**config.mk**
```make
export PLATFORM = sky130hd
export DESIGN_NAME = ser_tx
export DESIGN_NICKNAME = d
export VERILOG_FILES = /design/src/rtl/ser_tx_pkg.sv /design/src/rtl/ser_tx_baud.sv /design/src/rtl/ser_tx_hold.sv /design/src/rtl/ser_tx_shift.sv /design/src/rtl/ser_tx.sv
export SDC_FILE = /design/constraint.sdc
export NUM_CORES = 1
export LEC_CHECK = 0
export BUFFER_PORTS_ARGS = -buffer_cell sky130_fd_sc_hd__buf_2
export CORE_ASPECT_RATIO = 1.75
export CORE_MARGIN = 2
export CORE_UTILIZATION = 35
export DETAILED_ROUTE_END_ITERATION = 16
export SYNTH_ARGS = -nofsm -noshare
export SYNTH_HDL_FRONTEND = slang
export SYNTH_HIERARCHICAL = 1
export SYNTH_SLANG_ARGS = --single-unit
```
**constraint.sdc**
```tcl
create_clock -name clk -period 3.85 [get_ports clk]
set_input_delay 0.77 -clock clk [delete_from_list [all_inputs] [get_ports clk]]
set_output_delay 0.77 -clock clk [all_outputs]
set_load 0.005 [all_outputs]
```
**src/rtl/ser_tx_pkg.sv**
```systemverilog
package ser_tx_pkg;

   typedef enum logic [1:0] {
      PAR_NONE     = 2'b00,
      PAR_ODD      = 2'b01,
      PAR_EVEN     = 2'b10,
      PAR_NONE_ALT = 2'b11
   } par_mode_e;

   typedef enum logic [2:0] {
      ST_IDLE  = 3'd0,
      ST_START = 3'd1,
      ST_DATA  = 3'd2,
      ST_PAR   = 3'd3,
      ST_STOP  = 3'd4
   } tx_state_e;

endpackage

```
**src/rtl/ser_tx_baud.sv**
```systemverilog
module ser_tx_baud #(
   parameter int BAUD_W     = 16,
   parameter int OVERSAMPLE = 8,
   parameter int ZERO_DIV   = 16,
   parameter int PER_W      = 20
) (
   input  logic              clk,
   input  logic              rst_n,
   input  logic              restart,
   input  logic              run,
   input  logic [BAUD_W-1:0] baud_sel,
   output logic              tick
);
   localparam int OS_SH = $clog2(OVERSAMPLE);

   initial begin
      assert (BAUD_W >= 1) else $error("BAUD_W must be at least 1");
      assert (OVERSAMPLE >= 2) else $error("OVERSAMPLE must be at least 2");
      assert (ZERO_DIV >= 2) else $error("ZERO_DIV must be at least 2");
      assert (PER_W >= BAUD_W + OS_SH + 1) else $error("PER_W too narrow");
   end

   logic [PER_W-1:0] ext_plus1;
   logic [PER_W-1:0] scaled;
   logic [PER_W-1:0] per_d;
   logic [PER_W-1:0] per_q;
   logic [PER_W-1:0] cnt_q;

   assign ext_plus1 = {{(PER_W-BAUD_W){1'b0}}, baud_sel} + PER_W'(1);

   if ((1 << OS_SH) == OVERSAMPLE) begin : g_shift
      assign scaled = ext_plus1 << OS_SH;
   end else begin : g_mul
      assign scaled = ext_plus1 * PER_W'(OVERSAMPLE);
   end

   assign per_d = (baud_sel == '0) ? PER_W'(ZERO_DIV) : scaled;
   assign tick  = run && (cnt_q == per_q - PER_W'(1));

   always_ff @(posedge clk) begin
      if (!rst_n) begin
         per_q <= PER_W'(ZERO_DIV);
         cnt_q <= '0;
      end else if (restart) begin
         per_q <= per_d;
         cnt_q <= '0;
      end else if (run) begin
         if (tick) cnt_q <= '0;
         else      cnt_q <= cnt_q + PER_W'(1);
      end else begin
         cnt_q <= '0;
      end
   end
endmodule

```
**src/rtl/ser_tx_hold.sv**
```systemverilog
module ser_tx_hold #(
   parameter int DATA_W = 8
) (
   input  logic              clk,
   input  logic              rst_n,
   input  logic              tx_en,
   input  logic              wr_valid,
   input  logic [DATA_W-1:0] wr_data,
   input  logic              take,
   output logic              full,
   output logic [DATA_W-1:0] data_q
);
   initial begin
      assert (DATA_W >= 2) else $error("DATA_W must be at least 2");
   end

   logic full_q;
   logic accept;

   assign accept = tx_en && wr_valid && !full_q;
   assign full   = full_q;

   always_ff @(posedge clk) begin
      if (!rst_n) begin
         full_q <= 1'b0;
         data_q <= '0;
      end else if (!tx_en) begin
         full_q <= 1'b0;
      end else if (accept) begin
         full_q <= 1'b1;
         data_q <= wr_data;
      end else if (take) begin
         full_q <= 1'b0;
      end
   end
endmodule

```
**src/rtl/ser_tx_shift.sv**
```systemverilog
module ser_tx_shift
   import ser_tx_pkg::*;
#(
   parameter int DATA_W = 8,
   parameter int LEN_W  = 3
) (
   input  logic              clk,
   input  logic              rst_n,
   input  logic              tx_en,
   input  logic              hold_full,
   input  logic [DATA_W-1:0] hold_data,
   input  logic [LEN_W-1:0]  len_m1,
   input  logic [1:0]        par_mode,
   input  logic              stop2,
   input  logic              tick,
   output logic              load,
   output logic              busy,
   output logic              line
);
   initial begin
      assert (DATA_W == (1 << LEN_W)) else $error("DATA_W must be 2**LEN_W");
   end

   tx_state_e         state_q;
   logic [DATA_W-1:0] shreg_q;
   logic [LEN_W-1:0]  idx_q;
   logic [LEN_W-1:0]  len_q;
   logic              par_en_q;
   logic              par_bit_q;
   logic              stop2_q;
   logic              stop_left_q;

   logic [DATA_W-1:0] keep_mask;
   logic [DATA_W-1:0] masked;
   logic              ones_odd;
   logic              frame_end;

   for (genvar i = 0; i < DATA_W; i++) begin : g_mask
      assign keep_mask[i] = (LEN_W'(i) <= len_m1);
   end

   assign masked    = hold_data & keep_mask;
   assign ones_odd  = ^masked;
   assign frame_end = (state_q == ST_STOP) && tick && !stop_left_q;
   assign load      = tx_en && hold_full && ((state_q == ST_IDLE) || frame_end);
   assign busy      = (state_q != ST_IDLE);

   always_comb begin
      case (state_q)
         ST_START: line = 1'b0;
         ST_DATA:  line = shreg_q[0];
         ST_PAR:   line = par_bit_q;
         default:  line = 1'b1;
      endcase
   end

   always_ff @(posedge clk) begin
      if (!rst_n) begin
         state_q     <= ST_IDLE;
         shreg_q     <= '0;
         idx_q       <= '0;
         len_q       <= '0;
         par_en_q    <= 1'b0;
         par_bit_q   <= 1'b0;
         stop2_q     <= 1'b0;
         stop_left_q <= 1'b0;
      end else if (!tx_en) begin
         state_q <= ST_IDLE;
      end else if (load) begin
         state_q   <= ST_START;
         shreg_q   <= masked;
         idx_q     <= '0;
         len_q     <= len_m1;
         par_en_q  <= (par_mode == PAR_ODD) || (par_mode == PAR_EVEN);
         par_bit_q <= (par_mode == PAR_ODD) ? ~ones_odd : ones_odd;
         stop2_q   <= stop2;
      end else if (tick) begin
         case (state_q)
            ST_START: state_q <= ST_DATA;
            ST_DATA: begin
               shreg_q <= shreg_q >> 1;
               if (idx_q == len_q) begin
                  stop_left_q <= stop2_q;
                  state_q     <= par_en_q ? ST_PAR : ST_STOP;
               end else begin
                  idx_q <= idx_q + LEN_W'(1);
               end
            end
            ST_PAR: begin
               stop_left_q <= stop2_q;
               state_q     <= ST_STOP;
            end
            ST_STOP: begin
               if (stop_left_q) stop_left_q <= 1'b0;
               else             state_q     <= ST_IDLE;
            end
            default: state_q <= ST_IDLE;
         endcase
      end
   end
endmodule

```
**src/rtl/ser_tx.sv**
```systemverilog
module ser_tx #(
   parameter int BAUD_W     = 16,
   parameter int DATA_W     = 8,
   parameter int OVERSAMPLE = 8,
   parameter int ZERO_DIV   = 16,
   localparam int LEN_W     = $clog2(DATA_W),
   localparam int PER_W     = BAUD_W + $clog2(OVERSAMPLE) + 1
) (
   input  logic              clk,
   input  logic              rst_n,
   input  logic              tx_en,
   input  logic [BAUD_W-1:0] baud_sel,
   input  logic [LEN_W-1:0]  len_m1,
   input  logic [1:0]        par_mode,
   input  logic              stop2,
   input  logic              wr_valid,
   input  logic [DATA_W-1:0] wr_data,
   output logic              buf_ready,
   output logic              tx_empty,
   output logic              tx_line
);
   logic              hold_full_w;
   logic [DATA_W-1:0] hold_data_w;
   logic              load_w;
   logic              busy_w;
   logic              tick_w;

   ser_tx_hold #(.DATA_W(DATA_W)) u_hold (
      .clk      (clk),
      .rst_n    (rst_n),
      .tx_en    (tx_en),
      .wr_valid (wr_valid),
      .wr_data  (wr_data),
      .take     (load_w),
      .full     (hold_full_w),
      .data_q   (hold_data_w)
   );

   ser_tx_baud #(
      .BAUD_W     (BAUD_W),
      .OVERSAMPLE (OVERSAMPLE),
      .ZERO_DIV   (ZERO_DIV),
      .PER_W      (PER_W)
   ) u_baud (
      .clk      (clk),
      .rst_n    (rst_n),
      .restart  (load_w),
      .run      (busy_w),
      .baud_sel (baud_sel),
      .tick     (tick_w)
   );

   ser_tx_shift #(.DATA_W(DATA_W), .LEN_W(LEN_W)) u_shift (
      .clk       (clk),
      .rst_n     (rst_n),
      .tx_en     (tx_en),
      .hold_full (hold_full_w),
      .hold_data (hold_data_w),
      .len_m1    (len_m1),
      .par_mode  (par_mode),
      .stop2     (stop2),
      .tick      (tick_w),
      .load      (load_w),
      .busy      (busy_w),
      .line      (tx_line)
   );

   assign buf_ready = tx_en && !hold_full_w;
   assign tx_empty  = !hold_full_w && !busy_w;
endmodule

```
======== Yosys cells after proc, flatten, opt, wreduce, memory -nomap -nowiden ========
Cells that the tools add are included.
cells by class
  add/sub/neg operators ................... 4
  $mul .................................... 0
  div/mod/pow operators ................... 0
  magnitude comparators ................... 8
  eq/ne operators ......................... 13
  shift operators ......................... 0
  muxes and demuxes ....................... 20
  bitwise logic cells ..................... 6
  reductions and logical operators ........ 32
operators with widths
  kind                                                number
  2-to-1 mux 8 bit                                    3
  2-to-1 mux 3 bit                                    7
  adder 20 x 1 -> 20 bit, second input constant       1
  == test 20 bit                                      1
  2-to-1 mux 20 bit                                   1
  subtractor 20 x 1 -> 20 bit, second input constant  1
  adder 16 x 1 -> 17 bit, second input constant       1
  logical NOT 16 bit                                  1
  <= comparator 3 bit, first input constant           4
  one-hot mux 3 bit (4 select lines)                  1
  logical AND 1 bit                                   9
  AND reduction 3 bit                                 3
  AND 8 bit                                           1
  parity 8 bit                                        1
  == test 3 x 2 -> 1 bit, second input constant       2
  <= comparator 1 x 3 -> 1 bit, first input constant  2
  <= comparator 2 x 3 -> 1 bit, first input constant  2
  2-to-1 mux 1 bit                                    6
  one-hot mux 1 bit (3 select lines)                  2
  AND reduction 2 bit                                 3
  nonzero test 2 bit                                  3
  nonzero test 3 bit                                  2
  NOT 1 bit                                           5
  AND reduction 5 bit                                 1
  16 further kinds                                    20
storage, ports and cells
  flip-flop bits (word level) ............. 70
  bits in latches ......................... 0
  RAM bits ................................ 0
  ROM bits ................................ 0
  input port bits ......................... 34
  logic and storage cells ................. 96
  memories ................................ 0

======== Logic depth before layout (Yosys ltp) ========
Gate-level depths: netlist (run 1).
  depth after elaboration ................. 9
  depth in mapped cells ................... 22
  depth with buffers taken out ............ 16

======== By module ========
The synthesis (run 1) kept the hierarchy.
modules (own cells, without submodules)
  module        instances  cells an instance  area an instance (um^2)  seq. area each (um^2)
  ser_tx_baud   1          305                2386.0                   740.7
  ser_tx_shift  1          149                1226.2                   420.4
  ser_tx_hold   1          40                 367.9                    180.2
  ser_tx        1          2                  10.0                     0.0

======== Least setup slack after synthesis (run 1) ========
OpenSTA, ideal clock, no wires.
  kind .................................... flip-flop to flip-flop
  start point ............................. register u_baud.per_q[10]
  end point ............................... register u_baud.cnt_q[12]
  data arrival time ....................... 4.040 ns
  slack ................................... -0.322 ns
  cell stages (with the launch flop) ...... 20
  cell sequence ........................... dfxtp_1 buf_6 or4_4 or4_4 a2111oi_2 o2111a_2 buf_6 and2_1 or2b_2 a21oi_4 nand2_4 inv_6 buf_12 nor2b_1 clkbuf_1 and2_1 clkbuf_1 clkbuf_1 nand2_1 a21oi_1
on the way
  word-level cells in the longest chain between the ends .. 8
ends and longest elaborated chain
  element                         line                RTL
  start: declaration              ser_tx_baud.sv:26   logic [PER_W-1:0] per_q;
  start signal: assignment        ser_tx_baud.sv:42   per_q <= PER_W'(ZERO_DIV);
  start signal: assignment        ser_tx_baud.sv:45   per_q <= per_d;
  subtractor 20 x 1 -> 20 bit     ser_tx_baud.sv:38   assign tick = run && (cnt_q == per_q - PER_W'(1));
  == test 20 bit                  ser_tx_baud.sv:38
  logical AND 1 bit               ser_tx_baud.sv:38
  named net tick_w                ser_tx.sv:26        logic tick_w;
  logical AND 1 bit (2 in a row)  ser_tx_shift.sv:44  assign frame_end = (state_q == ST_STOP) && tick && !stop_left_q;
  logical OR 1 bit                ser_tx_shift.sv:45  assign load = tx_en && hold_full && ((state_q == ST_IDLE) || frame_end);
  logical AND 1 bit               ser_tx_shift.sv:45
  named net load_w                ser_tx.sv:24        logic load_w;
  OR reduction 4 bit (no line)    --
  end signal: assignment          ser_tx_baud.sv:49   else cnt_q <= cnt_q + PER_W'(1);
  end: declaration                ser_tx_baud.sv:27   logic [PER_W-1:0] cnt_q;
The timed path passes the listed nets, and every way through them passes these cells.
A chain may end at the register's enable or synchronous reset.

======== Worst setup path after layout (run 1) ========
  start point ............................. register u_baud.per_q[5]
  end point ............................... register u_baud.per_q[13]
on the way
  word-level cells in the longest chain between the ends .. 7
ends and longest elaborated chain
  element                         line
  subtractor 20 x 1 -> 20 bit     ser_tx_baud.sv:38
  == test 20 bit                  ser_tx_baud.sv:38
  logical AND 1 bit               ser_tx_baud.sv:38
  named net tick_w                ser_tx.sv:26
  logical AND 1 bit (2 in a row)  ser_tx_shift.sv:44
  logical OR 1 bit                ser_tx_shift.sv:45
  logical AND 1 bit               ser_tx_shift.sv:45
  named net load_w                ser_tx.sv:24
The timed path passes the listed nets, and every way through them passes these cells.

==> results.sh, run 1 <==
export IMPL_p_leak_nw=1.71
export IMPL_r2r_cells=13
export IMPL_root_buffer="clkbuf_16"
export IMPL_multi_input_area_mm2=0.00245
export IMPL_yosysSeqAreaShare=0.336
export IMPL_worstHoldPathType="reg -> reg"
export IMPL_rr_endpoint="u_baud/per_q[13]$_SDFFE_PN0P_"
export IMPL_drive_gt1_frac=0.159
export IMPL_die_area_mm2=0.0123
export IMPL_reg2reg_slack_ns=0.24
export IMPL_fin_crit_sh=0.937
export IMPL_syn_num_nets=536
export IMPL_ctsHoldBuffers=0
export IMPL_design_area_mm2=0.00455
export IMPL_area_delta_synth_final_pct=14.1
export IMPL_grt_usage=0.160
export IMPL_ir_drop_mv=0.220
export IMPL_postPlaceCellArea_mm2=0.00424
export IMPL_fp_row_count=51
export IMPL_critPathRequiredTime_ns=4.10
export IMPL_power_density_mw_per_mm2=376
export IMPL_drt_pass1_iter_count=5
export IMPL_synth_main_ff_cell="dfxtp_1"
export IMPL_synth_xor_area_frac=0.142
export IMPL_final_cell_mix="nand2_1, dfxtp_1, a21oi_1"
export IMPL_path_class="reg -> reg"
export IMPL_clock_sinks=67
export IMPL_yosysUniqueCellTypes=64
export IMPL_period_needed_ns=3.61
export IMPL_postSynth_asyncResetShare=0
export IMPL_die_x_um=84.7
export IMPL_finalSetupViolations=0
export IMPL_yosysWarnings=6
export IMPL_dp_hpwl_um=7350
export IMPL_outcome="completed"
export IMPL_wl_per_cell_um=14.7
export IMPL_grt_max_degree=25
export IMPL_overflow=0
export IMPL_min_from="u_hold/data_q[3]$_SDFFE_PN0P_"
export IMPL_io_pins=37
export IMPL_critPathMaxFanout=19
export IMPL_ctsResizeCount=0
export IMPL_ff_latch_area_mm2=0.00134
export IMPL_synth_top_family_by_area="simple AND/OR/NAND/NOR gates"
export IMPL_viasPerCell=5.34
export IMPL_hold_viol=0
export IMPL_worstPathArrival_ns=3.86
export IMPL_crit_path_start_kind="flip-flop"
export IMPL_synthSimpleGateAreaFrac=0.272
export IMPL_ys_ff_latch=67
export IMPL_port_buffer_count=36
export IMPL_grt_pass1_vias=3399
export IMPL_synth_area_mux_share=0.0304
export IMPL_skew_ns=0.00449
export IMPL_synth_area_per_cell_um2=8.04
export IMPL_dr_first_iter_drc_count=174
export IMPL_htreeDepth=3
export IMPL_finalMaxSlewViolations=0
export IMPL_antenna_found_initial=0
export IMPL_maxSlewHeadroom=0.401
export IMPL_insertion_delay_ns=0.34
export IMPL_place_gp_congestion=0.823
export IMPL_clockBufferDepth=2
export IMPL_grt_pass1_wl_um=16100
export IMPL_start_util=0.359
export IMPL_dieHeight_um=145
export IMPL_antenna_left=0
export IMPL_holdPathStages=2
export IMPL_min_to="u_hold/data_q[3]$_SDFFE_PN0P_"
export IMPL_max_freq_ghz=0.277
export IMPL_synthAdderAreaFrac=0.0188
export IMPL_fillers=1172
export IMPL_wl_um=9690
export IMPL_core_area_mm2=0.0111
export IMPL_tritoncts="yes"
export IMPL_via_count=3519
export IMPL_cts_made_buffers=9
export IMPL_r2r_start="u_baud/per_q[5]$_SDFFE_PN0P_"
export IMPL_fin_setup_tns_ns=0
export IMPL_maxCapViolations=0
export IMPL_drc=0
export IMPL_synth_enable_flop_cells=0
export IMPL_nets=562
export IMPL_synth_area_mm2=0.00399
export IMPL_worst_slew_pin_transition_ns=0.891
export IMPL_antenna_cells=0
export IMPL_cts_setup_buffers=0
export IMPL_rsz0062_at_grt="false"
export IMPL_critPathCaptureType="flip-flop"
export IMPL_mostFrequentLayoutCell="nand2_1"
export IMPL_cts_clk_slew_worst_paths_ns=0.06
export IMPL_synthCells=496
export IMPL_synth_compound_area_frac=0.144
where the power goes:
part,internal [mW],switching (mW),total (mW),leakage (nW)
logic,0.0682,0.0901,0.158,1.03
clock network,0.517,0.315,0.832,0.137
registers,0.706,0.0153,0.722,0.542
area by class of cell:
| type | count | share of cell area |
|---|---|---|
| inverters | 13 | 0.0118 |
| well taps | 132 | 0.0363 |
| multi-input cells | 387 | 0.538 |
| repair buffers | 44 | 0.0527 |
| clock inverters | 6 | 0.0143 |
| flip-flops and latches | 67 | 0.295 |
| clock buffers | 10 | 0.0525 |
kinds of logic (layout without fill, tap and decap cells):
logic type,after synthesis,after routing
and+or+nand+nor,215,215
AOI/OAI and AO/OA,91,91
DFF,67,67
xor gates and xnor gates,63,63
buffers and inverters,42,73
muxes,12,12
adders and majority gates,6,6
synth_stat cells (all sizes together), types with 2 or more instances:
| cell | count | area [um2] |
|---|---|---|
| a211oi | 4 | 30.0 |
| a21oi | 39 | 206 |
| a22oi | 2 | 15.0 |
| a31oi | 6 | 37.5 |
| and2 | 3 | 18.8 |
| and3 | 9 | 56.3 |
| and4 | 2 | 18.8 |
| buf | 13 | 115 |
| clkbuf | 16 | 60.1 |
| dfxtp | 67 | 1340 |
| ha | 6 | 75.1 |
| inv | 13 | 53.8 |
| mux2i | 11 | 110 |
| nand2 | 94 | 360 |
| nand2b | 3 | 18.8 |
| nand3 | 18 | 90.1 |
| nand3b | 3 | 22.5 |
| nand4 | 14 | 87.6 |
| nor2 | 24 | 90.1 |
| nor2b | 4 | 25.0 |
| nor3 | 10 | 50.1 |
| nor3b | 2 | 15.0 |
| nor4 | 11 | 75.1 |
| nor4b | 2 | 17.5 |
| o211ai | 2 | 15.0 |
| o21a | 2 | 15.0 |
| o21ai | 20 | 100 |
| o41ai | 2 | 17.5 |
| or3 | 3 | 21.3 |
| or4 | 8 | 70.1 |
| xnor2 | 35 | 307 |
| xor2 | 27 | 236 |
how the worst max path moves through the flow:
stage	startpoint	endpoint	slack, ns	depth (start not counted)
after global routing	u_baud/per_q[5]$_SDFFE_PN0P_	u_baud/per_q[10]$_SDFFE_PN0P_	0.02	13
final	u_baud/per_q[5]$_SDFFE_PN0P_	u_baud/per_q[13]$_SDFFE_PN0P_	0.24	13
after global placement	u_baud/per_q[5]$_SDFFE_PN0P_	u_baud/per_q[19]$_SDFFE_PN0P_	0.15	12
after detailed placement	u_baud/per_q[5]$_SDFFE_PN0P_	u_baud/per_q[19]$_SDFFE_PN0P_	0.14	12
after floorplan	u_baud/per_q[10]$_SDFFE_PN0P_	u_baud/cnt_q[13]$_SDFF_PP0_	0.002	19
after CTS	u_baud/per_q[5]$_SDFFE_PN0P_	u_baud/per_q[13]$_SDFFE_PN0P_	0.07	13
routing by layer:
metal / vias to the layer above / GRT usage / wire [um]
met2: 70 / 0.293 / 5180
li1: 1785 / - / -
met1: 1647 / 0.177 / 4000
met5: - / 0 / 0
met3: 17 / 0.0290 / 292
met4: 0 / 0.0667 / 218
flip-flops by register name (all words and copies together), names as in the netlist:
| register | count |
|---|---|
| u_baud/cnt_q | 20 |
| u_baud/per_q | 17 |
| u_hold/data_q | 8 |
| u_hold/full | 1 |
| u_shift/idx_q | 3 |
| u_shift/len_q | 3 |
| u_shift/par_bit_q | 1 |
| u_shift/par_en_q | 1 |
| u_shift/shreg_q | 8 |
| u_shift/state_q | 3 |
| u_shift/stop2_q | 1 |
| u_shift/stop_left_q | 1 |
critical path: stages (launching register included):
cell,delay [ns]
dfxtp_1,0.37
or4_1,0.66
nor4_1,0.40
xnor2_1,0.16
a2111oi_4,0.20
o2111a_2,0.27
and2_4,0.16
or2b_4,0.27
a21oi_4,0.15
nand2_4,0.12
inv_6,0.15
nand3_2,0.19
buf_4,0.24
o21ai_0,0.19
metrics by stage:
step                      utilization  power [mW]  std cells  hold slack (ns)  setup slack [ns]
final                           0.410        1.71        659            0.455             0.244
after CTS                       0.409        1.73        659            0.458            0.0696
after global routing            0.410        1.78        659            0.469            0.0171
after detailed placement        0.382       0.894        643            0.448             0.138
after floorplan                     -       0.840        496            0.421           0.00242
after global placement          0.382       0.892        643            0.441             0.153
Power figures use the tool's default switching activity.
==> inputs of run 2 (changes only) <==
--- a/config.mk
+++ b/config.mk
@@ -6,10 +6,13 @@
 export NUM_CORES = 1
 export LEC_CHECK = 0
 export BUFFER_PORTS_ARGS = -buffer_cell sky130_fd_sc_hd__buf_2
+export CELL_PAD_IN_SITES_DETAIL_PLACEMENT = 0
+export CELL_PAD_IN_SITES_GLOBAL_PLACEMENT = 1
 export CORE_ASPECT_RATIO = 1.75
-export CORE_MARGIN = 2
+export CORE_MARGIN = 1
 export CORE_UTILIZATION = 35
 export DETAILED_ROUTE_END_ITERATION = 16
+export PLACE_DENSITY_LB_ADDON = 0.1
 export SYNTH_ARGS = -nofsm -noshare
 export SYNTH_HDL_FRONTEND = slang
 export SYNTH_HIERARCHICAL = 1
==> constraint.sdc (replaced) <==
create_clock -name clk -period 3.85 [get_ports clk]
set_input_delay 0.77 -clock clk [delete_from_list [all_inputs] [get_ports clk]]
set_output_delay 0.77 -clock clk [all_outputs]
set_load 0.01 [all_outputs]
==> results.sh, run 2 (synthesis gave the netlist of run 1 again) <==
export IMPL_max_freq_ghz=0.281
export IMPL_largest_reg_flops=20
export IMPL_wl_um=10700
export IMPL_clock_sinks=67
export IMPL_mostFrequentLayoutCell="nand2_1"
export IMPL_outcome="completed"
export IMPL_finalSetupViolations=0
export IMPL_die_area_mm2=0.0118
export IMPL_cts_clk_slew_worst_paths_ns=0.06
export IMPL_clockBufferDepth=2
export IMPL_worstPathArrival_ns=3.79
export IMPL_place_ws_ns=0.0754
export IMPL_highest_layer="met4"
export IMPL_hold_viol=0
export IMPL_worstHoldPathType="reg -> reg"
export IMPL_reg_top3="u_baud/cnt_q (20), u_baud/per_q (17)"
export IMPL_utilization=0.412
export IMPL_p_leak_nw=1.74
export IMPL_place_gp_congestion=0.812
export IMPL_via_count=3519
export IMPL_wl_met3_um=315
export IMPL_dr_wl_met2_um=5880
export IMPL_worst_slew_pin_transition_ns=0.929
export IMPL_critPathCaptureType="flip-flop"
export IMPL_grt_pass1_vias=3588
export IMPL_dr_first_iter_drc_count=119
export IMPL_top_register="u_baud/cnt_q"
export IMPL_cts_setup_buffers=0
export IMPL_ir_drop_mv=0.217
export IMPL_finalMaxSlewViolations=0
export IMPL_maxSlewHeadroom=0.375
export IMPL_r2r_start="u_baud/per_q[5]$_SDFFE_PN0P_"
export IMPL_grt_pass1_wl_um=17600
export IMPL_viasPerCell=5.31
export IMPL_maxCapViolations=0
export IMPL_path_class="reg -> reg"
export IMPL_io_pins=37
export IMPL_fin_crit_sh=0.926
export IMPL_port_buffer_count=36
export IMPL_drt_pass1_iter_count=4
export IMPL_tritoncts="yes"
export IMPL_grt_max_degree=25
export IMPL_fin_setup_tns_ns=0
export IMPL_core_area_mm2=0.0111
export IMPL_min_from="u_baud/cnt_q[0]$_SDFF_PP0_"
export IMPL_antenna_cells=0
export IMPL_final_cell_mix="nand2_1, dfxtp_1, a21oi_1"
export IMPL_root_buffer="clkbuf_16"
export IMPL_dp_hpwl_um=8380
export IMPL_drc=0
export IMPL_power_density_mw_per_mm2=374
export IMPL_met1_length_um=3970
export IMPL_drive_gt1_frac=0.160
export IMPL_htreeDepth=3
export IMPL_startpoint="u_baud/per_q[5]$_SDFFE_PN0P_"
export IMPL_reg2reg_slack_ns=0.29
export IMPL_critPathRequiredTime_ns=4.07
export IMPL_insertion_delay_ns=0.33
export IMPL_period_needed_ns=3.56
export IMPL_area_delta_synth_final_pct=14.7
export IMPL_fillers=1202
export IMPL_critPathMaxFanout=19
export IMPL_cts_made_buffers=9
export IMPL_multi_input_area_mm2=0.00244
export IMPL_antenna_found_initial=0
export IMPL_overflow=0
export IMPL_skew_ns=0.00565
export IMPL_ff_latch_area_mm2=0.00134
export IMPL_crit_path_start_kind="flip-flop"
export IMPL_dieHeight_um=143
export IMPL_nets=566
export IMPL_start_util=0.359
export IMPL_die_x_um=82.7
export IMPL_grt_usage=0.203
export IMPL_rsz0062_at_grt="false"
export IMPL_wl_per_cell_um=16.2
export IMPL_antenna_left=0
export IMPL_setup_ws_ns=0.286
export IMPL_fp_row_count=51
-- run 2: area by class of cell --
| type | instances | area share |
|---|---|---|
| Clock buffer | 12 | 0.0539 |
| Clock inverter | 4 | 0.0109 |
| Inverter | 13 | 0.0118 |
| Multi-Input combinational cell | 387 | 0.534 |
| Sequential cell | 67 | 0.293 |
| Tap cell | 132 | 0.0361 |
| Timing Repair Buffer | 48 | 0.0599 |
-- run 2: stage by stage --
step / cells / power (mW) / instance area, um2 / hold WS, ns
2_1_floorplan: 496 / 0.841 / 4030 / 0.421
3_3_place_gp: 647 / 0.903 / 4270 / 0.443
3_5_place_dp: 647 / 0.903 / 4270 / 0.443
4_1_cts: 663 / 1.74 / 4560 / 0.451
5_1_grt: 663 / 1.79 / 4580 / 0.478
6_report: 663 / 1.71 / 4580 / 0.446
-- run 2: what timing repair did --
| action | in CTS | in global routing |
|---|---|---|
| endpoints found under the setup margin | 0 | 21 |
| resized for setup | 0 | 4 |
| hold buffers | 0 | 0 |
-- run 2: power breakdown --
part	total [mW]	switching (mW)	internal, mW
Sequential	0.722	0.0152	0.706
Clock	0.826	0.307	0.518
Combinational	0.166	0.0958	0.0700
-- run 2: worst paths after layout --
path                                                       to  cells past startpoint
worst max-delay path            u_baud/per_q[19]$_SDFFE_PN0P_                     13
worst min-delay path               u_baud/cnt_q[0]$_SDFF_PP0_                      1
worst max register to register  u_baud/per_q[19]$_SDFFE_PN0P_                     13
worst min register to register     u_baud/cnt_q[0]$_SDFF_PP0_                      1
-- run 2: critical path, stage by stage (launching register included) --
cell,delay [ns]
dfxtp_1,0.36
or4_1,0.56
buf_4,0.17
nor4_1,0.23
a21boi_0,0.19
a2111oi_4,0.29
o2111a_2,0.28
and2_4,0.16
or2b_4,0.27
a21oi_4,0.15
nand2_4,0.12
inv_6,0.16
nand3_2,0.14
o41ai_1,0.37
-- run 2: per-layer routing --
layer  global-route usage  vias to the layer above
li1                     -                     1798
met1                0.204                     1616
met2                0.360                       71
met3               0.0428                       34
met4                0.135                        0
met5                    0                        -
==> inputs of run 3 (changes only) <==
--- a/config.mk
+++ b/config.mk
@@ -5,13 +5,13 @@
 export SDC_FILE = /design/constraint.sdc
 export NUM_CORES = 1
 export LEC_CHECK = 0
-export BUFFER_PORTS_ARGS = -buffer_cell sky130_fd_sc_hd__buf_2
 export CELL_PAD_IN_SITES_DETAIL_PLACEMENT = 0
 export CELL_PAD_IN_SITES_GLOBAL_PLACEMENT = 1
 export CORE_ASPECT_RATIO = 1.75
 export CORE_MARGIN = 1
 export CORE_UTILIZATION = 35
 export DETAILED_ROUTE_END_ITERATION = 16
+export DONT_BUFFER_PORTS = 1
 export PLACE_DENSITY_LB_ADDON = 0.1
 export SYNTH_ARGS = -nofsm -noshare
 export SYNTH_HDL_FRONTEND = slang
==> results.sh, run 3 (synthesis gave the netlist of run 1 again) <==
export IMPL_outcome="completed"
export IMPL_via_count=3379
export IMPL_viasPerCell=5.41
export IMPL_worst_slew_pin_transition_ns=0.962
export IMPL_p_switching_mw=0.395
export IMPL_cpPeakStageDelay_ns=0.65
export IMPL_top_register="u_baud/cnt_q"
export IMPL_grt_usage=0.203
export IMPL_place_gp_congestion=0.805
export IMPL_area_delta_synth_final_pct=10.6
export IMPL_critPathBufInv=2
export IMPL_port_buffer_count=0
export IMPL_start_util=0.359
export IMPL_critPathMaxFanout=17
export IMPL_antenna_found_initial=0
export IMPL_largest_reg_flops=20
export IMPL_reg2reg_slack_ns=0.20
export IMPL_swShare=0.225
export IMPL_root_buffer="clkbuf_16"
export IMPL_finalSetupViolations=0
export IMPL_fillers=1187
export IMPL_critPathRequiredTime_ns=4.11
export IMPL_fp_row_count=51
export IMPL_mostFrequentLayoutCell="nand2_1"
export IMPL_startpoint="u_baud/per_q[5]$_SDFFE_PN0P_"
export IMPL_fin_crit_sh=0.947
export IMPL_skew_ns=0.00666
export IMPL_max_freq_ghz=0.274
export IMPL_clockBufferDepth=2
export IMPL_rr_endpoint="u_shift/shreg_q[1]$_SDFFE_PN0P_"
export IMPL_dp_hpwl_um=8420
export IMPL_clock_sinks=67
export IMPL_finalMaxSlewViolations=0
export IMPL_final_cell_mix="nand2_1, dfxtp_1, a21oi_1"
export IMPL_crit_path_cell_trace="or4_1, nor4_1, a21boi_0, a2111oi_4, o2111a_2, and2_4, or2b_4, a21oi_4, nand2_4, inv_6, buf_4, o311ai_0, a31oi_1"
export IMPL_slowest_stage="or4_1"
export IMPL_power_density_mw_per_mm2=399
export IMPL_antenna_left=0
export IMPL_drc=0
export IMPL_io_pins=37
export IMPL_worstPathArrival_ns=3.90
export IMPL_overflow=0
export IMPL_grt_pass1_vias=3370
export IMPL_wl_per_cell_um=17.4
export IMPL_wl_um=10900
export IMPL_nets=528
export IMPL_path_class="reg -> reg"
export IMPL_die_area_mm2=0.0118
export IMPL_drive_gt1_frac=0.0994
export IMPL_worstHoldPathType="reg -> reg"
export IMPL_reg_top3="u_baud/cnt_q (20), u_baud/per_q (17)"
export IMPL_htreeDepth=3
export IMPL_r2r_start="u_baud/per_q[5]$_SDFFE_PN0P_"
export IMPL_die_x_um=82.7
export IMPL_cts_made_buffers=9
export IMPL_grt_pass1_wl_um=17500
export IMPL_period_needed_ns=3.65
export IMPL_sequentialPowerShare=0.410
export IMPL_endpoint="u_shift/shreg_q[1]$_SDFFE_PN0P_"
export IMPL_r2r_cells=13
export IMPL_p_leak_nw=1.60
export IMPL_critPathCaptureType="flip-flop"
export IMPL_power_frac_comb=0.073
export IMPL_maxCapViolations=0
export IMPL_rsz0062_at_grt="false"
export IMPL_fin_setup_tns_ns=0
export IMPL_hold_slack_ns=0.456
export IMPL_ff_latch_area_mm2=0.00134
export IMPL_multi_input_area_mm2=0.00245
export IMPL_grt_max_degree=25
export IMPL_hold_viol=0
export IMPL_dr_first_iter_drc_count=137
export IMPL_cts_clk_slew_worst_paths_ns=0.05
export IMPL_crit_path_start_kind="flip-flop"
export IMPL_ir_drop_mv=0.308
export IMPL_cp_num_cells=13
export IMPL_clkPwrFrac=0.517
export IMPL_insertion_delay_ns=0.33
export IMPL_dieHeight_um=143
export IMPL_core_area_mm2=0.0111
export IMPL_internal_power_mw=1.36
export IMPL_maxSlewHeadroom=0.353
export IMPL_antenna_cells=0
export IMPL_crit_family="simple AND/OR/NAND/NOR gates"
export IMPL_ctsHoldBuffers=0
export IMPL_drt_pass1_iter_count=4
export IMPL_tritoncts="yes"
## run 3: cell type report
type,instances,area share
timing repair buffer,10,0.0170
clock inverter,4,0.0164
sequential,67,0.304
multi-input combinational,387,0.555
clock buffer,12,0.0581
inverter,13,0.0122
tap,132,0.0374
## run 3: layer usage
metal	part of all wire	track usage
met5	0	0
met4	0.042	0.103
met2	0.56	0.374
met1	0.36	0.196
met3	0.045	0.0607
## run 3: how the worst min path moves through the flow
| stage | from | to | slack [ns] | depth (start not counted) |
|---|---|---|---|---|
| 5_1_grt | u_shift/shreg_q[3]$_SDFFE_PN0P_ | u_shift/shreg_q[3]$_SDFFE_PN0P_ | 0.47 | 2 |
| 3_5_place_dp | u_hold/data_q[3]$_SDFFE_PN0P_ | u_hold/data_q[3]$_SDFFE_PN0P_ | 0.45 | 2 |
| 6_report | u_hold/data_q[3]$_SDFFE_PN0P_ | u_hold/data_q[3]$_SDFFE_PN0P_ | 0.46 | 2 |
| 3_3_place_gp | u_hold/data_q[3]$_SDFFE_PN0P_ | u_hold/data_q[3]$_SDFFE_PN0P_ | 0.44 | 2 |
| 2_1_floorplan | u_baud/cnt_q[0]$_SDFF_PP0_ | u_baud/cnt_q[0]$_SDFF_PP0_ | 0.42 | 1 |
| 4_1_cts | u_hold/data_q[3]$_SDFFE_PN0P_ | u_hold/data_q[3]$_SDFFE_PN0P_ | 0.45 | 2 |
## run 3: power groups by stage
| stage | Combinational (mW) | Clock [mW] | Sequential (mW) |
|---|---|---|---|
| finish | 0.128 | 0.910 | 0.722 |
| detailed placement | 0.129 | 0 | 0.737 |
| global placement | 0.128 | 0 | 0.737 |
| global route | 0.142 | 0.965 | 0.724 |
| CTS | 0.129 | 0.938 | 0.722 |
| floorplan | 0.110 | 0 | 0.731 |
## run 3: what timing repair did
| item | in CTS | in global routing |
|---|---|---|
| setup endpoints to repair | 0 | 25 |
| gates resized for setup | 0 | 3 |
| buffers inserted | 0 | 0 |
## run 3: tightest hold or removal path, stage by stage (launching register included)
cell and delay, ns:
dfxtp_1 0.30, nand2_1 0.05, mux2i_1 0.05
## run 3: per-stage QoR
stage / worst slack (ns) / instance area (um2) / util / instances / total power, mW
after global placement: 0.127 / 4070 / 0.367 / 609 / 0.865
final: 0.204 / 4410 / 0.398 / 625 / 1.76
after floorplan: 0.00242 / 4030 / - / 496 / 0.841
after detailed placement: 0.113 / 4070 / 0.367 / 609 / 0.866
after global routing: 0.0209 / 4410 / 0.398 / 625 / 1.83
after CTS: 0.0982 / 4400 / 0.396 / 625 / 1.79
